--- src/rtl/cdwd_timer_pkg.sv ---
// Package: shared constants and types for the watchdog/countdown timer.
// Assumes byte-wide registers; the field positions below are decoded by
// software and must not move.
package cdwd_timer_pkg;

    // Register addresses
    localparam logic [7:0] ADR_STATUS = 8'h01;
    localparam logic [7:0] ADR_CTRL   = 8'h0F;
    localparam logic [7:0] ADR_SRC    = 8'h10;
    localparam logic [7:0] ADR_RELOAD = 8'h11;

    // Status byte bit positions
    localparam int ST_WDF = 7;  // watchdog flag, read-only, clear on read
    localparam int ST_CDF = 6;  // countdown flag, write 0 to clear
    localparam int ST_WDE = 2;  // watchdog interrupt enable
    localparam int ST_CDE = 1;  // countdown interrupt enable

    // Control byte bit positions
    localparam int CT_PULSE  = 7;  // 1 = pulsed interrupt
    localparam int CT_MODE_L = 1;  // mode field low bit (field is 2 bits)

    typedef enum logic [1:0] {
        MODE_IDLE  = 2'b00,
        MODE_COUNT = 2'b01,
        MODE_WDOG  = 2'b10,
        MODE_IDLE3 = 2'b11
    } tmr_mode_e;

endpackage

--- src/rtl/cdwd_timer_regs.sv ---
// Module: register file and read mux for the timer.
// Holds the mode, pulse, source and reload fields and both interrupt enables.
// Produces the load strobe: a reload write, or a mode write that enters a
// running mode from a different mode. Assumes single-cycle read and write
// strobes that are never high in the same cycle.
module cdwd_timer_regs
    import cdwd_timer_pkg::*;
#(
    parameter int DATA_W = 8,
    parameter int ADDR_W = 8,
    parameter int SRC_W  = 3
) (
    input  logic              clk,
    input  logic              rst_n,
    input  logic [ADDR_W-1:0] addr,
    input  logic              wr,
    input  logic              rd,
    input  logic [DATA_W-1:0] wdata,
    input  logic              wd_flag,
    input  logic              cd_flag,
    output logic [DATA_W-1:0] rdata,
    output tmr_mode_e         mode,
    output logic              pulse_mode,
    output logic [SRC_W-1:0]  src_sel,
    output logic [DATA_W-1:0] reload,
    output logic              wd_en,
    output logic              cd_en,
    output logic              load,
    output logic [DATA_W-1:0] load_val,
    output logic              rd_status,
    output logic              wr_status
);

    logic      sel_status, sel_ctrl, sel_src, sel_reload;
    tmr_mode_e new_mode;
    logic      new_running;

    // Address decode for the four registers
    always_comb begin
        sel_status = (addr == ADDR_W'(ADR_STATUS));
        sel_ctrl   = (addr == ADDR_W'(ADR_CTRL));
        sel_src    = (addr == ADDR_W'(ADR_SRC));
        sel_reload = (addr == ADDR_W'(ADR_RELOAD));
    end

    assign rd_status = rd && sel_status;
    assign wr_status = wr && sel_status;

    // Decode the mode carried by a control write and whether it runs the counter
    always_comb begin
        new_mode    = tmr_mode_e'(wdata[CT_MODE_L +: 2]);
        new_running = (new_mode == MODE_COUNT) || (new_mode == MODE_WDOG);
    end

    // Load strobe and value: a reload write takes the fresh data
    always_comb begin
        load     = 1'b0;
        load_val = reload;
        if (wr && sel_reload) begin
            load     = 1'b1;
            load_val = wdata;
        end else if (wr && sel_ctrl && new_running && (new_mode != mode)) begin
            load = 1'b1;
        end
    end

    // Control register: mode and interrupt style
    always_ff @(posedge clk) begin
        if (!rst_n) begin
            mode       <= MODE_IDLE;
            pulse_mode <= 1'b0;
        end else if (wr && sel_ctrl) begin
            mode       <= new_mode;
            pulse_mode <= wdata[CT_PULSE];
        end
    end

    // Source select register
    always_ff @(posedge clk) begin
        if (!rst_n) begin
            src_sel <= '0;
        end else if (wr && sel_src) begin
            src_sel <= wdata[SRC_W-1:0];
        end
    end

    // Reload register
    always_ff @(posedge clk) begin
        if (!rst_n) begin
            reload <= '0;
        end else if (wr && sel_reload) begin
            reload <= wdata;
        end
    end

    // Interrupt enables in the status byte (the flags live elsewhere)
    always_ff @(posedge clk) begin
        if (!rst_n) begin
            wd_en <= 1'b0;
            cd_en <= 1'b0;
        end else if (wr_status) begin
            wd_en <= wdata[ST_WDE];
            cd_en <= wdata[ST_CDE];
        end
    end

    // Read mux; unused bits return zero
    always_comb begin
        rdata = '0;
        if (rd) begin
            if (sel_status) begin
                rdata[ST_WDF] = wd_flag;
                rdata[ST_CDF] = cd_flag;
                rdata[ST_WDE] = wd_en;
                rdata[ST_CDE] = cd_en;
            end else if (sel_ctrl) begin
                rdata[CT_PULSE]       = pulse_mode;
                rdata[CT_MODE_L +: 2] = mode;
            end else if (sel_src) begin
                rdata[SRC_W-1:0] = src_sel;
            end else if (sel_reload) begin
                rdata = reload;
            end
        end
    end

endmodule

--- src/rtl/cdwd_timer_count.sv ---
// Module: tick source select and down-counter.
// Decrements on the selected tick strobe. An expiry is the tick that moves
// the count from one to zero. Countdown mode then reloads; watchdog mode
// holds at zero. A load has priority over a tick in the same cycle.
module cdwd_timer_count
    import cdwd_timer_pkg::*;
#(
    parameter int DATA_W = 8,
    parameter int SRC_W  = 3
) (
    input  logic                  clk,
    input  logic                  rst_n,
    input  logic [(1<<SRC_W)-1:0] tick_src,
    input  logic [SRC_W-1:0]      src_sel,
    input  tmr_mode_e             mode,
    input  logic [DATA_W-1:0]     reload,
    input  logic                  load,
    input  logic [DATA_W-1:0]     load_val,
    output logic [DATA_W-1:0]     count,
    output logic                  wd_exp,
    output logic                  cd_exp
);

    localparam int              NUM_SRC = 1 << SRC_W;
    localparam logic [DATA_W-1:0] ONE   = DATA_W'(1);

    logic [NUM_SRC-1:0] hit;
    logic               tick_sel;
    logic               running;
    logic               expire;

    // One-hot match of each tick line against the source select
    for (genvar i = 0; i < NUM_SRC; i++) begin : g_src
        assign hit[i] = tick_src[i] && (src_sel == SRC_W'(i));
    end

    assign tick_sel = |hit;

    // Expiry detect for the active mode
    always_comb begin
        running = (mode == MODE_COUNT) || (mode == MODE_WDOG);
        expire  = running && tick_sel && !load && (count == ONE);
        wd_exp  = expire && (mode == MODE_WDOG);
        cd_exp  = expire && (mode == MODE_COUNT);
    end

    // Counter: load, then decrement or reload on selected ticks
    always_ff @(posedge clk) begin
        if (!rst_n) begin
            count <= '0;
        end else if (load) begin
            count <= load_val;
        end else if (running && tick_sel && (count != '0)) begin
            if (cd_exp) begin
                count <= reload;
            end else begin
                count <= count - ONE;
            end
        end
    end

endmodule

--- src/rtl/cdwd_timer_irq.sv ---
// Module: expiry flags and the interrupt output.
// The watchdog flag is set by an expiry and cleared by a status read, with
// the set winning a tie. The countdown flag is cleared by writing 0 to its bit.
// The interrupt is a level (flag AND enable) or a registered one-cycle strobe.
module cdwd_timer_irq (
    input  logic clk,
    input  logic rst_n,
    input  logic wd_exp,
    input  logic cd_exp,
    input  logic rd_status,
    input  logic wr_status,
    input  logic wr_cdf_bit,
    input  logic wd_en,
    input  logic cd_en,
    input  logic pulse_mode,
    output logic wd_flag,
    output logic cd_flag,
    output logic irq
);

    logic strobe_q;

    // Watchdog flag: set on expiry, cleared by a status read
    always_ff @(posedge clk) begin
        if (!rst_n) begin
            wd_flag <= 1'b0;
        end else if (wd_exp) begin
            wd_flag <= 1'b1;
        end else if (rd_status) begin
            wd_flag <= 1'b0;
        end
    end

    // Countdown flag: set on expiry, cleared by writing zero
    always_ff @(posedge clk) begin
        if (!rst_n) begin
            cd_flag <= 1'b0;
        end else if (cd_exp) begin
            cd_flag <= 1'b1;
        end else if (wr_status && !wr_cdf_bit) begin
            cd_flag <= 1'b0;
        end
    end

    // One-cycle strobe after an enabled expiry
    always_ff @(posedge clk) begin
        if (!rst_n) begin
            strobe_q <= 1'b0;
        end else begin
            strobe_q <= (wd_exp && wd_en) || (cd_exp && cd_en);
        end
    end

    // Output select between strobe and level
    always_comb begin
        if (pulse_mode) begin
            irq = strobe_q;
        end else begin
            irq = (wd_flag && wd_en) || (cd_flag && cd_en);
        end
    end

endmodule

--- src/rtl/cdwd_timer.sv ---
// Module: top of the watchdog/countdown timer.
// Connects the register file, the counter and the flag/interrupt logic.
// Assumes the tick strobes are one clock wide and synchronous to clk.
module cdwd_timer
    import cdwd_timer_pkg::*;
#(
    parameter int DATA_W = 8,
    parameter int ADDR_W = 8,
    parameter int SRC_W  = 3
) (
    input  logic                  clk,
    input  logic                  rst_n,
    input  logic [ADDR_W-1:0]     reg_addr,
    input  logic                  reg_wr,
    input  logic                  reg_rd,
    input  logic [DATA_W-1:0]     reg_wdata,
    output logic [DATA_W-1:0]     reg_rdata,
    input  logic [(1<<SRC_W)-1:0] tick_src,
    output logic                  irq
);

    tmr_mode_e         mode_w;
    logic              pulse_w;
    logic [SRC_W-1:0]  src_w;
    logic [DATA_W-1:0] reload_w;
    logic              wd_en_w, cd_en_w;
    logic              load_w;
    logic [DATA_W-1:0] load_val_w;
    logic              rd_status_w, wr_status_w;
    logic [DATA_W-1:0] count_w;
    logic              wd_exp_w, cd_exp_w;
    logic              wd_flag_w, cd_flag_w;

    cdwd_timer_regs #(
        .DATA_W (DATA_W),
        .ADDR_W (ADDR_W),
        .SRC_W  (SRC_W)
    ) regs_i (
        .clk        (clk),
        .rst_n      (rst_n),
        .addr       (reg_addr),
        .wr         (reg_wr),
        .rd         (reg_rd),
        .wdata      (reg_wdata),
        .wd_flag    (wd_flag_w),
        .cd_flag    (cd_flag_w),
        .rdata      (reg_rdata),
        .mode       (mode_w),
        .pulse_mode (pulse_w),
        .src_sel    (src_w),
        .reload     (reload_w),
        .wd_en      (wd_en_w),
        .cd_en      (cd_en_w),
        .load       (load_w),
        .load_val   (load_val_w),
        .rd_status  (rd_status_w),
        .wr_status  (wr_status_w)
    );

    cdwd_timer_count #(
        .DATA_W (DATA_W),
        .SRC_W  (SRC_W)
    ) count_i (
        .clk      (clk),
        .rst_n    (rst_n),
        .tick_src (tick_src),
        .src_sel  (src_w),
        .mode     (mode_w),
        .reload   (reload_w),
        .load     (load_w),
        .load_val (load_val_w),
        .count    (count_w),
        .wd_exp   (wd_exp_w),
        .cd_exp   (cd_exp_w)
    );

    cdwd_timer_irq irq_i (
        .clk        (clk),
        .rst_n      (rst_n),
        .wd_exp     (wd_exp_w),
        .cd_exp     (cd_exp_w),
        .rd_status  (rd_status_w),
        .wr_status  (wr_status_w),
        .wr_cdf_bit (reg_wdata[ST_CDF]),
        .wd_en      (wd_en_w),
        .cd_en      (cd_en_w),
        .pulse_mode (pulse_w),
        .wd_flag    (wd_flag_w),
        .cd_flag    (cd_flag_w),
        .irq        (irq)
    );

endmodule

--- config.mk ---
export PLATFORM = sky130hd
export DESIGN_NAME = cdwd_timer
export DESIGN_NICKNAME = d
export VERILOG_FILES = /design/src/rtl/cdwd_timer_pkg.sv /design/src/rtl/cdwd_timer_regs.sv /design/src/rtl/cdwd_timer_count.sv /design/src/rtl/cdwd_timer_irq.sv /design/src/rtl/cdwd_timer.sv
export SDC_FILE = /design/constraint.sdc
export NUM_CORES = 1
export LEC_CHECK = 0
export CAP_MARGIN = 0
export CORE_ASPECT_RATIO = 1.25
export CORE_MARGIN = 10
export CORE_UTILIZATION = 40
export CTS_CLUSTER_DIAMETER = 150
export DETAILED_ROUTE_END_ITERATION = 7
export DONT_BUFFER_PORTS = 1
export SLEW_MARGIN = 40
export SYNTH_ARGS = -nofsm -noshare
export SYNTH_HDL_FRONTEND = slang
export SYNTH_SLANG_ARGS = --single-unit
--- constraint.sdc ---
create_clock -name clk -period 4.2 [get_ports clk]
set_input_delay 0.42 -clock clk [delete_from_list [all_inputs] [get_ports clk]]
set_output_delay 0.42 -clock clk [all_outputs]
set_load 0.01 [all_outputs]
==> results.toml <==
[run_status]
outcome = "finished clean"

[yosys]
ys_seq_area_share_pct = 31.4
async_flop_share_pct = 0
synth_xor_area_share_pct = 1.02
synth_top_family_by_area = "simple AND/OR/NAND/NOR gates"
synth_adder_area_share_pct = 2.91
synth_cell_type_count = 47
synth-compound-area-share_pct = 22.7
post_synth_inst_count = 209
synth-simple-area-share_pct = 29.6
synth_area_leader_cell = "dfxtp_1"
synth_nets = 241
synth_area_mm2 = 0.00172
synthTopCellsByCount = "dfxtp_1, nand2_1, a21boi_0, nand3_1, o21ai_0"
synthTopCellsByArea = "dfxtp_1, mux2i_1, nand2_1, a21boi_0, nor2b_1"
synth_edf_count = 0
synthMuxAreaShare_pct = 9.01
ys_warn_count = 0
syn_avg_cell_area_um2 = 8.24
synth.ff_latch_count = 27
synth_flop_cell = "dfxtp_1"
yosys.cell_count.top_type = "dfxtp_1"
synth_top_area_share_pct = 31.4

[setup_path]
cp_top_family = "simple AND/OR/NAND/NOR gates"
reg2reg_from = "count_i.count[2]"
critPathMaxStageDelay_ns = 0.48
cp.buffers_inverters = 0
cp_cell_sequence = "nor3_1 -> and3_1 -> nand3_1 -> o21ai_0"
endpoint_kind = "primary output"
worstRegToRegCells = 6
cp.depth = 4
r2r_slack_ns = 2.05
start_kind = "input port"
worst-setup-path-type = "in2out"
arrival_ns = 1.97
cp_max_fo = 12
r2r-end = "count_i.count[3]"
slowest_stage = "o21ai_0"
crit_required_ns = 3.78

[timing]
post-route-period-util_pct = 56.9
hold_viol = 0
slew_viol_final = 0
timing.fmax_mhz = 419
tightest_slew_ns = 0.665
period_minus_slack_ns = 2.39
setup_viol = 0
slew_headroom_pct = 55.0
rsz0062_at_grt = "no"
clock_skew_ns = 0.00302
setup-tns-final_ns = 0
setup_ws_ns = 1.81

[clock_network]
cts.sinks = 27
clkLatencyLatePin_ns = 0.28
cts_tree = "done"
cts-hold-fix-buffers = 0
cts_buffers = 3
clkTransAtPathRegs_ns = 0.10
clockBufferDepth = 2
post-cts-setup-buffers = 0
htreeDepth = 1
cts_resized = 0
clk_root_buffer_cell = "clkbuf_8"

[cells_and_area]
syn2layout_area_growth_pct = 5.31
fin_area_mm2 = 0.00181
num_antenna_cells = 0
fillers = 456
drive_gt1_share_pct = 7.73
nets = 240
finalCoreUtilization_pct = 43.9

[power]
vdd_drop_max_mv = 0.0837
p_comb_share_pct = 3.0
netSwitchingPower_uw = 91.8
pwr-share-clk_pct = 36.3
p_leak_uw = 0.000648
p_per_area_mw_per_mm2 = 233
swShare_pct = 21.8
seqPwrFrac_pct = 60.7
power.total_uw = 422
p_int_uw = 330

[grt]
grt_pass1_vias = 1619
track_usage_pct = 13.8
antenna_found_initial = 0
grt_max_degree = 24
grt_pass1_wl_mm = 8.14
grt_overflow = 0

[detailed_routing]
wl_per_cell_um = 18.3
avgViaCountPerCell = 5.78
first_pass_iters = 4
drc_errors = 0
wl_mm = 4.81
ant_nets = 0
drtIter0Drc = 100
via_count = 1521

[floorplanning]
dieArea_mm2 = 0.00734
std_cell_rows = 26
fp.dieH_um = 93.4
start_util_pct = 41.7
io_pins = 37
fp.coreArea_mm2 = 0.00413
die_w_um = 78.7

[placement]
gp_congestion = 0.832
dpl_worst_slack_ns = 1.75
place_area_mm2 = 0.00177
dp_hpwl_mm = 3.79
port_buffers = 0

[worst_hold_path]
holdPathEnd = "regs_i.reload[4]"
hp-start = "rst_n"
hold_depth = 1
hold_class = "in2reg"

[job]
max_cap_violations = 0
-- worst max-delay path by stage --
stage | from | end | slack [ns]
finish | reg_addr[5] | reg_rdata[6] | 1.81
global route | reg_addr[5] | reg_rdata[6] | 1.60
CTS | reg_addr[5] | reg_rdata[6] | 1.75
detailed placement | reg_addr[5] | reg_rdata[6] | 1.75
global placement | reg_addr[5] | reg_rdata[6] | 1.81
floorplan | reg_addr[1] | reg_rdata[0] | 2.13
-- worst register-to-register path, cell delays in order (launching register included) --
cell and delay [ns]:
dfxtp_1 0.38, or4_1 0.68, nor3_4 0.26, nand2_2 0.10, and2_4 0.19, and4_1 0.19
a221o_1 0.25
-- cells in the final DEF, fill, tap and decap left out, drive strengths merged, types with 2 or more instances in the layout --
| cell type | instances |
|---|---|
| dfxtp | 27 |
| nand2 | 26 |
| nand3 | 12 |
| o21ai | 12 |
| a21boi | 12 |
| nor2b | 12 |
| mux2i | 11 |
| nor2 | 11 |
| inv | 9 |
| a22oi | 8 |
| nor3 | 6 |
| and2 | 6 |
| mux2 | 4 |
| a21oi | 4 |
| a221o | 4 |
| ha | 4 |
| nand2b | 3 |
| and3 | 3 |
| nand4 | 3 |
| clkbuf | 3 |
| or3 | 2 |
| nand3b | 2 |
| a21o | 2 |
| a31oi | 2 |
| o41ai | 2 |
| nor4b | 2 |
-- cell families (layout without fill, tap and decap cells) --
kind of cell,Yosys count,count (layout)
DFF,27,27
adders and majority gates,4,4
buffers and inverters,15,13
AOI/OAI and AO/OA,54,54
muxes,15,15
xor gates and xnor gates,2,2
and+or+nand+nor,92,92
-- power groups by stage --
stage               logic (uW)  registers [uW]  clock network, uW
floorplan                 13.9             262                  0
global placement          12.7             262                  0
detailed placement        12.8             262                  0
CTS                       12.8             256                157
global route              13.9             256                169
finish                    12.7             256                153
-- registers in the layout, indices dropped and copies added, names as in the netlist --
signal	flops
count_i.count	8
irq_i.strobe_q	1
regs_i.cd_en	1
regs_i.pulse_mode	1
irq_i.cd_flag	1
regs_i.src_sel	3
irq_i.wd_flag	1
regs_i.mode	2
regs_i.wd_en	1
regs_i.reload	8
-- routing by layer --
metal	up-vias	part of all wire, %	track usage, %
li1	762	-	-
met1	726	40	14.6
met2	23	55	25.5
met3	10	3.7	2.97
met4	0	2.2	5.69
met5	-	0	0
-- cell type report --
cell class | instances | area (um^2) | area share, %
sequential | 27 | 541 | 29.8
clock buffer | 3 | 41.3 | 2.28
tap | 56 | 70.1 | 3.86
multi-input combinational | 167 | 1120 | 61.9
inverter | 9 | 33.8 | 1.86
clock inverter | 1 | 5.00 | 0.276
-- stage by stage --
| step | instances | hold slack [ns] |
|---|---|---|
| 2_1_floorplan | 209 | 0.454 |
| 3_3_place_gp | 259 | 0.488 |
| 3_5_place_dp | 259 | 0.483 |
| 4_1_cts | 263 | 0.263 |
| 5_1_grt | 263 | 0.258 |
| 6_report | 263 | 0.268 |
(Power assumes the default switching activity.)
